**src/rtl/lkd_pkg.sv**
```systemverilog
package lkd_pkg;

  // Saturating increment used by every counter in the block.
  function automatic int unsigned sat_inc(input int unsigned value, input int unsigned top);
    if (value >= top) return top;
    return value + 1;
  endfunction

  // A pulse is over-width once the high samples already counted reach the limit
  // while the pulse is still high.
  function automatic logic pulse_is_wide(input logic high_now, input int unsigned seen,
                                         input int unsigned limit);
    return high_now && (seen >= limit);
  endfunction

  // Width of a counter that must hold 0..top.
  function automatic int unsigned cnt_bits(input int unsigned top);
    return (top < 1) ? 1 : $clog2(top + 1);
  endfunction

endpackage

```
**src/rtl/lkd_width_meter.sv**
```systemverilog
module lkd_width_meter
  import lkd_pkg::*;
#(
  parameter int unsigned WIDE_CYC = 1
) (
  input  logic clk_xtal,
  input  logic rst_n,
  input  logic cp_active,
  output logic wide_evt
);
  localparam int unsigned CNT_W = cnt_bits(WIDE_CYC);

  logic [CNT_W-1:0] high_seen;

  // Restarts from zero whenever the pulse drops; saturates at the limit.
  always_ff @(posedge clk_xtal or negedge rst_n) begin
    if (!rst_n)
      high_seen <= '0;
    else if (cp_active)
      high_seen <= CNT_W'(sat_inc(int'(high_seen), WIDE_CYC));
    else
      high_seen <= '0;
  end

  assign wide_evt = pulse_is_wide(cp_active, int'(high_seen), WIDE_CYC);


  first_high_not_wide_chk: assert property (@(posedge clk_xtal) disable iff (!rst_n)
    (cp_active && !$past(cp_active)) |-> !wide_evt);

endmodule

```
**src/rtl/lkd_period_judge.sv**
```systemverilog
module lkd_period_judge
  import lkd_pkg::*;
#(
  parameter int unsigned GOOD_RUN = 8,
  localparam int unsigned GC_W = cnt_bits(GOOD_RUN)
) (
  input  logic            clk_xtal,
  input  logic            rst_n,
  input  logic            ref_tick,
  input  logic            wide_evt,
  output logic [GC_W-1:0] good_cnt,
  output logic            run_done
);
  logic bad_seen;
  logic period_clean;

  assign period_clean = !bad_seen && !wide_evt;

  always_ff @(posedge clk_xtal or negedge rst_n) begin
    if (!rst_n) begin
      bad_seen <= 1'b0;
      good_cnt <= '0;
    end else if (ref_tick) begin
      bad_seen <= 1'b0;
      if (period_clean)
        good_cnt <= GC_W'(sat_inc(int'(good_cnt), GOOD_RUN));
      else
        good_cnt <= '0;
    end else if (wide_evt) begin
      bad_seen <= 1'b1;
      good_cnt <= '0;
    end
  end

  assign run_done = ref_tick && period_clean && (int'(good_cnt) + 1 >= GOOD_RUN);


  count_restart_chk: assert property (@(posedge clk_xtal) disable iff (!rst_n)
    wide_evt |=> (good_cnt == '0));

endmodule

```
**src/rtl/lkd_flag_reg.sv**
```systemverilog
module lkd_flag_reg (
  input  logic clk_xtal,
  input  logic rst_n,
  input  logic wide_evt,
  input  logic run_done,
  output logic lock_q
);
  always_ff @(posedge clk_xtal or negedge rst_n) begin
    if (!rst_n)
      lock_q <= 1'b0;
    else if (wide_evt)
      lock_q <= 1'b0;
    else if (run_done)
      lock_q <= 1'b1;
  end


  lock_hold_chk: assert property (@(posedge clk_xtal) disable iff (!rst_n)
    (lock_q && !wide_evt) |=> lock_q);

endmodule

```
**src/rtl/pll_lock_judge.sv**
```systemverilog
module pll_lock_judge
  import lkd_pkg::*;
#(
  parameter int unsigned WIDE_CYC = 1,
  parameter int unsigned GOOD_RUN = 8
) (
  input  logic clk_xtal,
  input  logic rst_n,
  input  logic ref_tick,
  input  logic cp_active,
  output logic lock_flag
);
  localparam int unsigned GC_W = cnt_bits(GOOD_RUN);

  logic            wide_evt;
  logic            run_done;
  logic [GC_W-1:0] good_cnt;

  lkd_width_meter #(.WIDE_CYC(WIDE_CYC)) i_meter (
    .clk_xtal (clk_xtal),
    .rst_n    (rst_n),
    .cp_active(cp_active),
    .wide_evt (wide_evt)
  );

  lkd_period_judge #(.GOOD_RUN(GOOD_RUN)) i_judge (
    .clk_xtal(clk_xtal),
    .rst_n   (rst_n),
    .ref_tick(ref_tick),
    .wide_evt(wide_evt),
    .good_cnt(good_cnt),
    .run_done(run_done)
  );

  lkd_flag_reg i_flag (
    .clk_xtal(clk_xtal),
    .rst_n   (rst_n),
    .wide_evt(wide_evt),
    .run_done(run_done),
    .lock_q  (lock_flag)
  );


  clear_on_wide_chk: assert property (@(posedge clk_xtal) disable iff (!rst_n)
    wide_evt |=> !lock_flag);


  rise_on_tick_chk: assert property (@(posedge clk_xtal) disable iff (!rst_n)
    $rose(lock_flag) |-> $past(ref_tick));


  rise_after_full_run_chk: assert property (@(posedge clk_xtal) disable iff (!rst_n)
    $rose(lock_flag) |-> (int'(good_cnt) >= GOOD_RUN));

endmodule

```
**config.mk**
```make
export PLATFORM = sky130hd
export DESIGN_NAME = pll_lock_judge
export DESIGN_NICKNAME = d
export VERILOG_FILES = /design/src/rtl/lkd_pkg.sv /design/src/rtl/lkd_width_meter.sv /design/src/rtl/lkd_period_judge.sv /design/src/rtl/lkd_flag_reg.sv /design/src/rtl/pll_lock_judge.sv
export SDC_FILE = /design/constraint.sdc
export NUM_CORES = 1
export LEC_CHECK = 0
export ABC_AREA = 1
export BUFFER_PORTS_ARGS = -buffer_cell sky130_fd_sc_hd__buf_2
export CORE_AREA = 5 5 42 44
export DETAILED_ROUTE_END_ITERATION = 16
export DIE_AREA = 0 0 47 49
export GPL_ROUTABILITY_DRIVEN = 0
export PLACE_DENSITY_LB_ADDON = 0.1
export SLEW_MARGIN = 20
export SYNTH_ARGS = -nofsm -noshare
export SYNTH_HDL_FRONTEND = slang
export SYNTH_SLANG_ARGS = --single-unit
export TNS_END_PERCENT = 50
```
**constraint.sdc**
```tcl
create_clock -name clk_xtal -period 1.35 [get_ports clk_xtal]
set_input_delay 0.2025 -clock clk_xtal [delete_from_list [all_inputs] [get_ports clk_xtal]]
set_output_delay 0.2025 -clock clk_xtal [all_outputs]
set_load 0.03 [all_outputs]
```
==> results of run 1 <==
==> critical path: stages (launching register included) <==
cell and delay [ns]:
dfrtp_1 0.40, ha_1 0.24, nor2_1 0.10, nand2_1 0.07, nand3_2 0.08, nand2_2 0.04
==> cell families after synthesis <==
group / Yosys count / share of synthesized area, %
buf+inv: 6 / 6.143
fa+ha+maj: 2 / 6.825
simple gates: 19 / 29.69
compound gates: 4 / 7.166
flops: 7 / 47.78
xor+xnor: 1 / 2.390
==> cell type report <==
type / instances / area, um2 / area share, %
clock buffer: 4 / 26.28 / 5.932
inverter: 6 / 22.52 / 5.085
multi-input combinational: 26 / 168.9 / 38.14
sequential: 7 / 175.2 / 39.55
tap: 16 / 20.02 / 4.520
timing repair buffer: 5 / 30.03 / 6.780
==> report_power, final <==
group	total, mW	switching (mW)	leakage, nW	internal [mW]
clock network	0.187	0.0744	0.0150	0.113
logic	0.0732	0.0437	0.130	0.0295
registers	0.242	0.0148	0.0926	0.227
total	0.502	0.133	0.237	0.369
==> layer usage <==
| layer | track usage, % | vias up | routed length [um] |
|---|---|---|---|
| li1 | - | 141 | - |
| met1 | 8.744 | 113 | 288 |
| met2 | 8.371 | 4 | 285 |
| met3 | 2.214 | 2 | 28 |
| met4 | 6.912 | 0 | 5 |
| met5 | 0 | - | 0 |
==> synth_stat cells <==
cell type / number
nand2_1: 9
dfrtp_1: 7
inv_1: 4
ha_1: 2
inv_2: 2
nand2_2: 2
nand3_1: 2
nor2_1: 2
o22ai_1: 2
a21oi_1: 1
nand2_4: 1
nand3_2: 1
nand3_4: 1
nor2_2: 1
o21ai_2: 1
xor2_1: 1
==> final timing paths <==
kind | from | end | cells past startpoint
setup / recovery | i_judge.good_cnt[0] | i_flag.lock_q | 5
hold / removal | cp_active | i_meter.high_seen | 1
setup reg to reg | i_judge.good_cnt[0] | i_flag.lock_q | 5
hold reg to reg | i_flag.lock_q | i_flag.lock_q | 2
max in group asynchronous | rst_n | i_judge.good_cnt[0] | 2
min in group asynchronous | rst_n | i_judge.good_cnt[3] | 2
==> stage by stage <==
step | utilization (%) | cell area, um2 | power [mW]
after global placement | 29.02 | 406.6 | 0.3171
after global routing | 31.61 | 442.9 | 0.5381
final | 31.61 | 442.9 | 0.5023
after floorplan | - | 366.6 | 0.2947
after detailed placement | 29.02 | 406.6 | 0.3176
after CTS | 31.61 | 442.9 | 0.5181
==> flip-flops by register name (all words and copies together) (netlist names) <==
register / flops
i_flag.lock_q: 1
i_judge.bad_seen: 1
i_judge.good_cnt: 4
i_meter.high_seen: 1
==> impl_metrics.csv, run 1 <==
group,metric,value,unit
min_path,min_path_type,"input port to flip-flop",
final_layout,n_antenna_cell,0,
logic_synthesis,synth_area_leaders,"dfrtp_1, nand2_1, ha_1",
timing,finalWorstSetupSlack,0.3083,ns
global_routing,grtUsageTotal,6.875,%
worst_setup_path,crit_required,1.49,ns
timing,slew_viol_final,0,
logic_synthesis,syn_area,366.6,um2
logic_synthesis,synth_cells,39,
clock_network,clk_latency,0.25,ns
clock_network,clkSinkCount,7,
timing,hold_viol_final,0,
floorplan,die_w,47,um
worst_setup_path,end_kind,"flip-flop",
clock_network,cts_tree,"yes",
logic_synthesis,synth-seq-cells,7,
global_routing,grt_max_degree,8,
clock_network,cts-root-buf,"clkbuf_4",
worst_setup_path,r2r_slack,0.31,ns
place,dp_slack,0.3232,ns
detailed_routing,drc,0,
global_routing,grt_pass1_vias,255,
detailed_routing,vias,260,
clock_network,h-tree-depth,1,
logic_synthesis,ys_types,16,
clock_network,hold_buffers,1,
detailed_routing,avgRoutedWirePerCell,9.500,um
place,port_buffers,4,
logic_synthesis,yosys.area.top_type,"dfrtp_1",
power,p_leak,0.2374,nW
timing,holdWs,0.1039,ns
power,vdd_ir_drop_max,0.3609,mV
clock_network,clk_pin_slew,0.05,ns
place,dp_hpwl,468.9,um
worst_setup_path,path_class,"flip-flop to flip-flop",
outcome,status,"completed",
timing,max_freq,960.0,MHz
clock_network,clk_path_buf_depth,2,
floorplan,ios,5,
logic_synthesis,ys_seq_area_share,47.78,%
logic_synthesis,avgSynthCellArea,9.400,um2
timing,fin_setup_tns,0,ns
final_layout,final_common_cell,"nand2_1",
floorplan,rows,14,
logic_synthesis,yosysWarnings,0,
timing,layout_min_cycle_time,1.042,ns
power,power_density,1134,nW/um2
timing,rsz0062_at_grt,"false",
timing,tightest_slew,0.1635,ns
detailed_routing,vias_per_cell,4.063,
place,dp.cells,59,
detailed_routing,firstDrtPassIters,3,
clock_network,cts_resized,0,
detailed_routing,ant_nets,0,
worst_setup_path,critPathLaunchType,"flip-flop",
clock_network,cts_buffers,3,
final_layout,drive_gt1_share,33.33,%
flow_run,cap_viol_max_count,0,
worst_setup_path,cp_max_fo,4,
floorplan,start_util,26.16,%
detailed_routing,wl,608,um
final_layout,fin_nets,55,
final_layout,areaGrowthSynthToFinish,20.82,%
detailed_routing,drt_iter0_drc,3,
global_routing,antenna_found_initial,0,
global_routing,grt_pass1_wl,1.083,mm
clock_network,cts_setup_buffers,0,
logic_synthesis,synth_fp_nets,45,
logic_synthesis,synth_top_area_share,47.78,%
final_layout,fin_cells,64,
timing,fin_skew,0.00009609,ns
final_layout,fillers,157,
floorplan,core,1401,um2
timing,finalSetupViolCount,0,
global_routing,grt-ovfl-total,0,
worst_setup_path,crit_arrival,1.18,ns
floorplan,die-area,2303,um2
floorplan,die_h,49,um
final_layout,layout_common_cells,"nand2_1, dfrtp_1, inv_1, buf_2, clkbuf_4",
timing,slew_headroom,89.10,%
timing,fin_crit_sh,77.16,%
Note: power is estimated with default switching activity, not from simulation.
==> run 2: changes to the inputs <==
clock period = 1 ns   (was 1.35 ns; I/O delays follow)
==> run 2 against run 1 <==
Net effect: cell count up 3.1%; combinational power rose by 64%; routed wire length is 11% higher; largest power group unchanged.
==> impl_metrics.csv, run 2 (synthesized netlist as in run 1, its figures left out) <==
group,metric,value,unit
outcome,status,"completed",
floorplan,rows,14,
power,intPower,514.9,uW
worst_setup_path,path_class,"flip-flop to flip-flop",
timing,finalWorstSetupSlack,0.01401,ns
global_routing,grtUsageTotal,7.878,%
final_layout,fin_util,32.86,%
global_routing,grt_pass1_vias,309,
floorplan,die_w,47,um
worst_setup_path,critPathLaunchType,"flip-flop",
worst_setup_path,timing.rr.start,"i_judge.good_cnt[1]",
worst_setup_path,crit_chain,"ha_2 > nor2_1 > nand2_1 > nand3_2 > nand2_2",
worst_setup_path,max_stage_delay,0.40,ns
detailed_routing,wl,675,um
detailed_routing,firstDrtPassIters,1,
detailed_routing,avgRoutedWirePerCell,10.23,um
floorplan,die_h,49,um
power,design_power_total,714.8,uW
final_layout,final_common_cell,"nand2_1",
power,p_switching,199.9,uW
min_path,whs_path_depth,1,
floorplan,core,1401,um2
clock_network,clk_pin_slew,0.06,ns
final_layout,n_antenna_cell,0,
detailed_routing,vias,289,
power,p_leak,0.2428,nW
final_layout,areaGrowthSynthToFinish,25.60,%
worst_setup_path,cp_slowest_cell,"dfrtp_1",
final_layout,largest_register,"i_judge.good_cnt",
min_path,hold_end,"i_meter.high_seen",
detailed_routing,vias_per_cell,4.379,
timing,fin_skew,0.002863,ns
power,swShare,27.97,%
worst_setup_path,end_kind,"flip-flop",
power,vdd_ir_drop_max,0.6449,mV
final_layout,fin_nets,57,
floorplan,start_util,26.16,%
clock_network,cts-root-buf,"clkbuf_4",
timing,tightest_slew,0.1629,ns
final_layout,fin_cells,66,
worst_setup_path,r2r_slack,0.01,ns
detailed_routing,drt_iter0_drc,0,
worst_setup_path,crit_arrival,1.14,ns
global_routing,grt_pass1_wl,1.255,mm
final_layout,finish.instance_area,460.4,um2
floorplan,die-area,2303,um2
min_path,worstHoldStart,"cp_active",
power,p_seq_share,45.7,%
timing,fin_setup_tns,0,ns
place,dp_slack,-0.04812,ns
final_layout,largest_reg_flops,4,
timing,holdWs,0.04483,ns
worst_setup_path,timing.rr.end,"i_flag.lock_q",
global_routing,grt.busiest_layer,"met2",
clock_network,cts_buffers,3,
worst_setup_path,crit_required,1.15,ns
place,dp.cells,60,
floorplan,ios,5,
timing,max_freq,1014,MHz
final_layout,drive_gt1_share,40.00,%
clock_network,cts_tree,"yes",
place,dp_hpwl,524.4,um
final_layout,fillers,168,
power,clock_power_share,37.5,%
global_routing,grt-ovfl-total,0,
power,comb_power_share,16.7,%
worst_setup_path,rr_worst_depth,5,
power,power_density,1552,nW/um2
min_path,min_path_type,"input port to flip-flop",
timing,slew_headroom,89.14,%
global_routing,antenna_found_initial,0,
flow_run,cap_viol_max_count,0,
clock_network,clkSinkCount,7,
timing,hold_viol_final,0,
timing,layout_min_cycle_time,0.9860,ns
worst_setup_path,cp_max_fo,3,
timing,slew_viol_final,0,
clock_network,clk_path_buf_depth,2,
timing,rsz0062_at_grt,"true",
global_routing,grt_max_degree,8,
timing,finalSetupViolCount,0,
global_routing,grt_use_met1,8.333,%
final_layout,layout_common_cells,"nand2_1, dfrtp_1, buf_2",
place,port_buffers,4,
clock_network,clk_latency,0.26,ns
timing,fin_crit_sh,98.60,%
place,post_dp_cell_area,414.1,um2
global_routing,use_met2,11.99,%
detailed_routing,ant_nets,0,
clock_network,h-tree-depth,1,
detailed_routing,drc,0,
global_routing,gr-usage-met3,3.321,%
run 2: cell types whose count changed in the layout (fill, tap and decap cells not counted):
cell   before  now
ha_2        0    1
inv_2       2    3
inv_1       4    3
buf_4       0    2
ha_1        2    1
run 2: power groups by stage:
| stage | sequential (mW) | combinational (mW) | clock [mW] |
|---|---|---|---|
| global placement | 0.329 | 0.105 | 0 |
| detailed placement | 0.332 | 0.108 | 0 |
| CTS | 0.326 | 0.122 | 0.278 |
| finish | 0.327 | 0.120 | 0.268 |
| global route | 0.330 | 0.138 | 0.297 |
| floorplan | 0.329 | 0.0693 | 0 |
run 2: worst max-delay path by stage:
stage / cells after the start / endpoint / slack (ns) / start
after floorplan: 5 / i_flag.lock_q / 0.02 / i_judge.good_cnt[0]
after global placement: 5 / i_flag.lock_q / -0.03 / i_judge.good_cnt[0]
after detailed placement: 5 / i_flag.lock_q / -0.05 / i_judge.good_cnt[0]
after CTS: 5 / i_flag.lock_q / 0.006 / i_judge.good_cnt[1]
after global routing: 5 / i_flag.lock_q / -0.04 / i_judge.good_cnt[1]
final: 5 / i_flag.lock_q / 0.01 / i_judge.good_cnt[1]
run 2: area by class of cell:
class | instances | area (um2) | share of cell area, %
Clock buffer | 4 | 26.28 | 5.707
Inverter | 6 | 22.52 | 4.891
Multi-Input combinational cell | 26 | 171.4 | 37.23
Sequential cell | 7 | 175.2 | 38.04
Tap cell | 16 | 20.02 | 4.348
Timing Repair Buffer | 7 | 45.04 | 9.783
run 2: repair_timing:
action | 4_1_cts | 5_1_grt
endpoints found under the setup margin | 2 | 3
cloned | 0 | 0
endpoints found under the hold margin | 7 | 0
pin swaps | 4 | 2
hold buffers | 1 | 0
resized for setup | 1 | 1
setup buffers | 1 | 0
run 2: worst max-delay path, delay by kind of cell (launching register included):
kind	cells	cell delay (ns)
flops	1	0.40
simple gates	4	0.26
fa+ha+maj	1	0.21
run 2: per-layer routing:
metal / vias to the layer above / routed length, um
met2: 7 / 340
met5: - / 0
li1: 144 / -
met4: 0 / 25
met3: 3 / 34
met1: 135 / 274
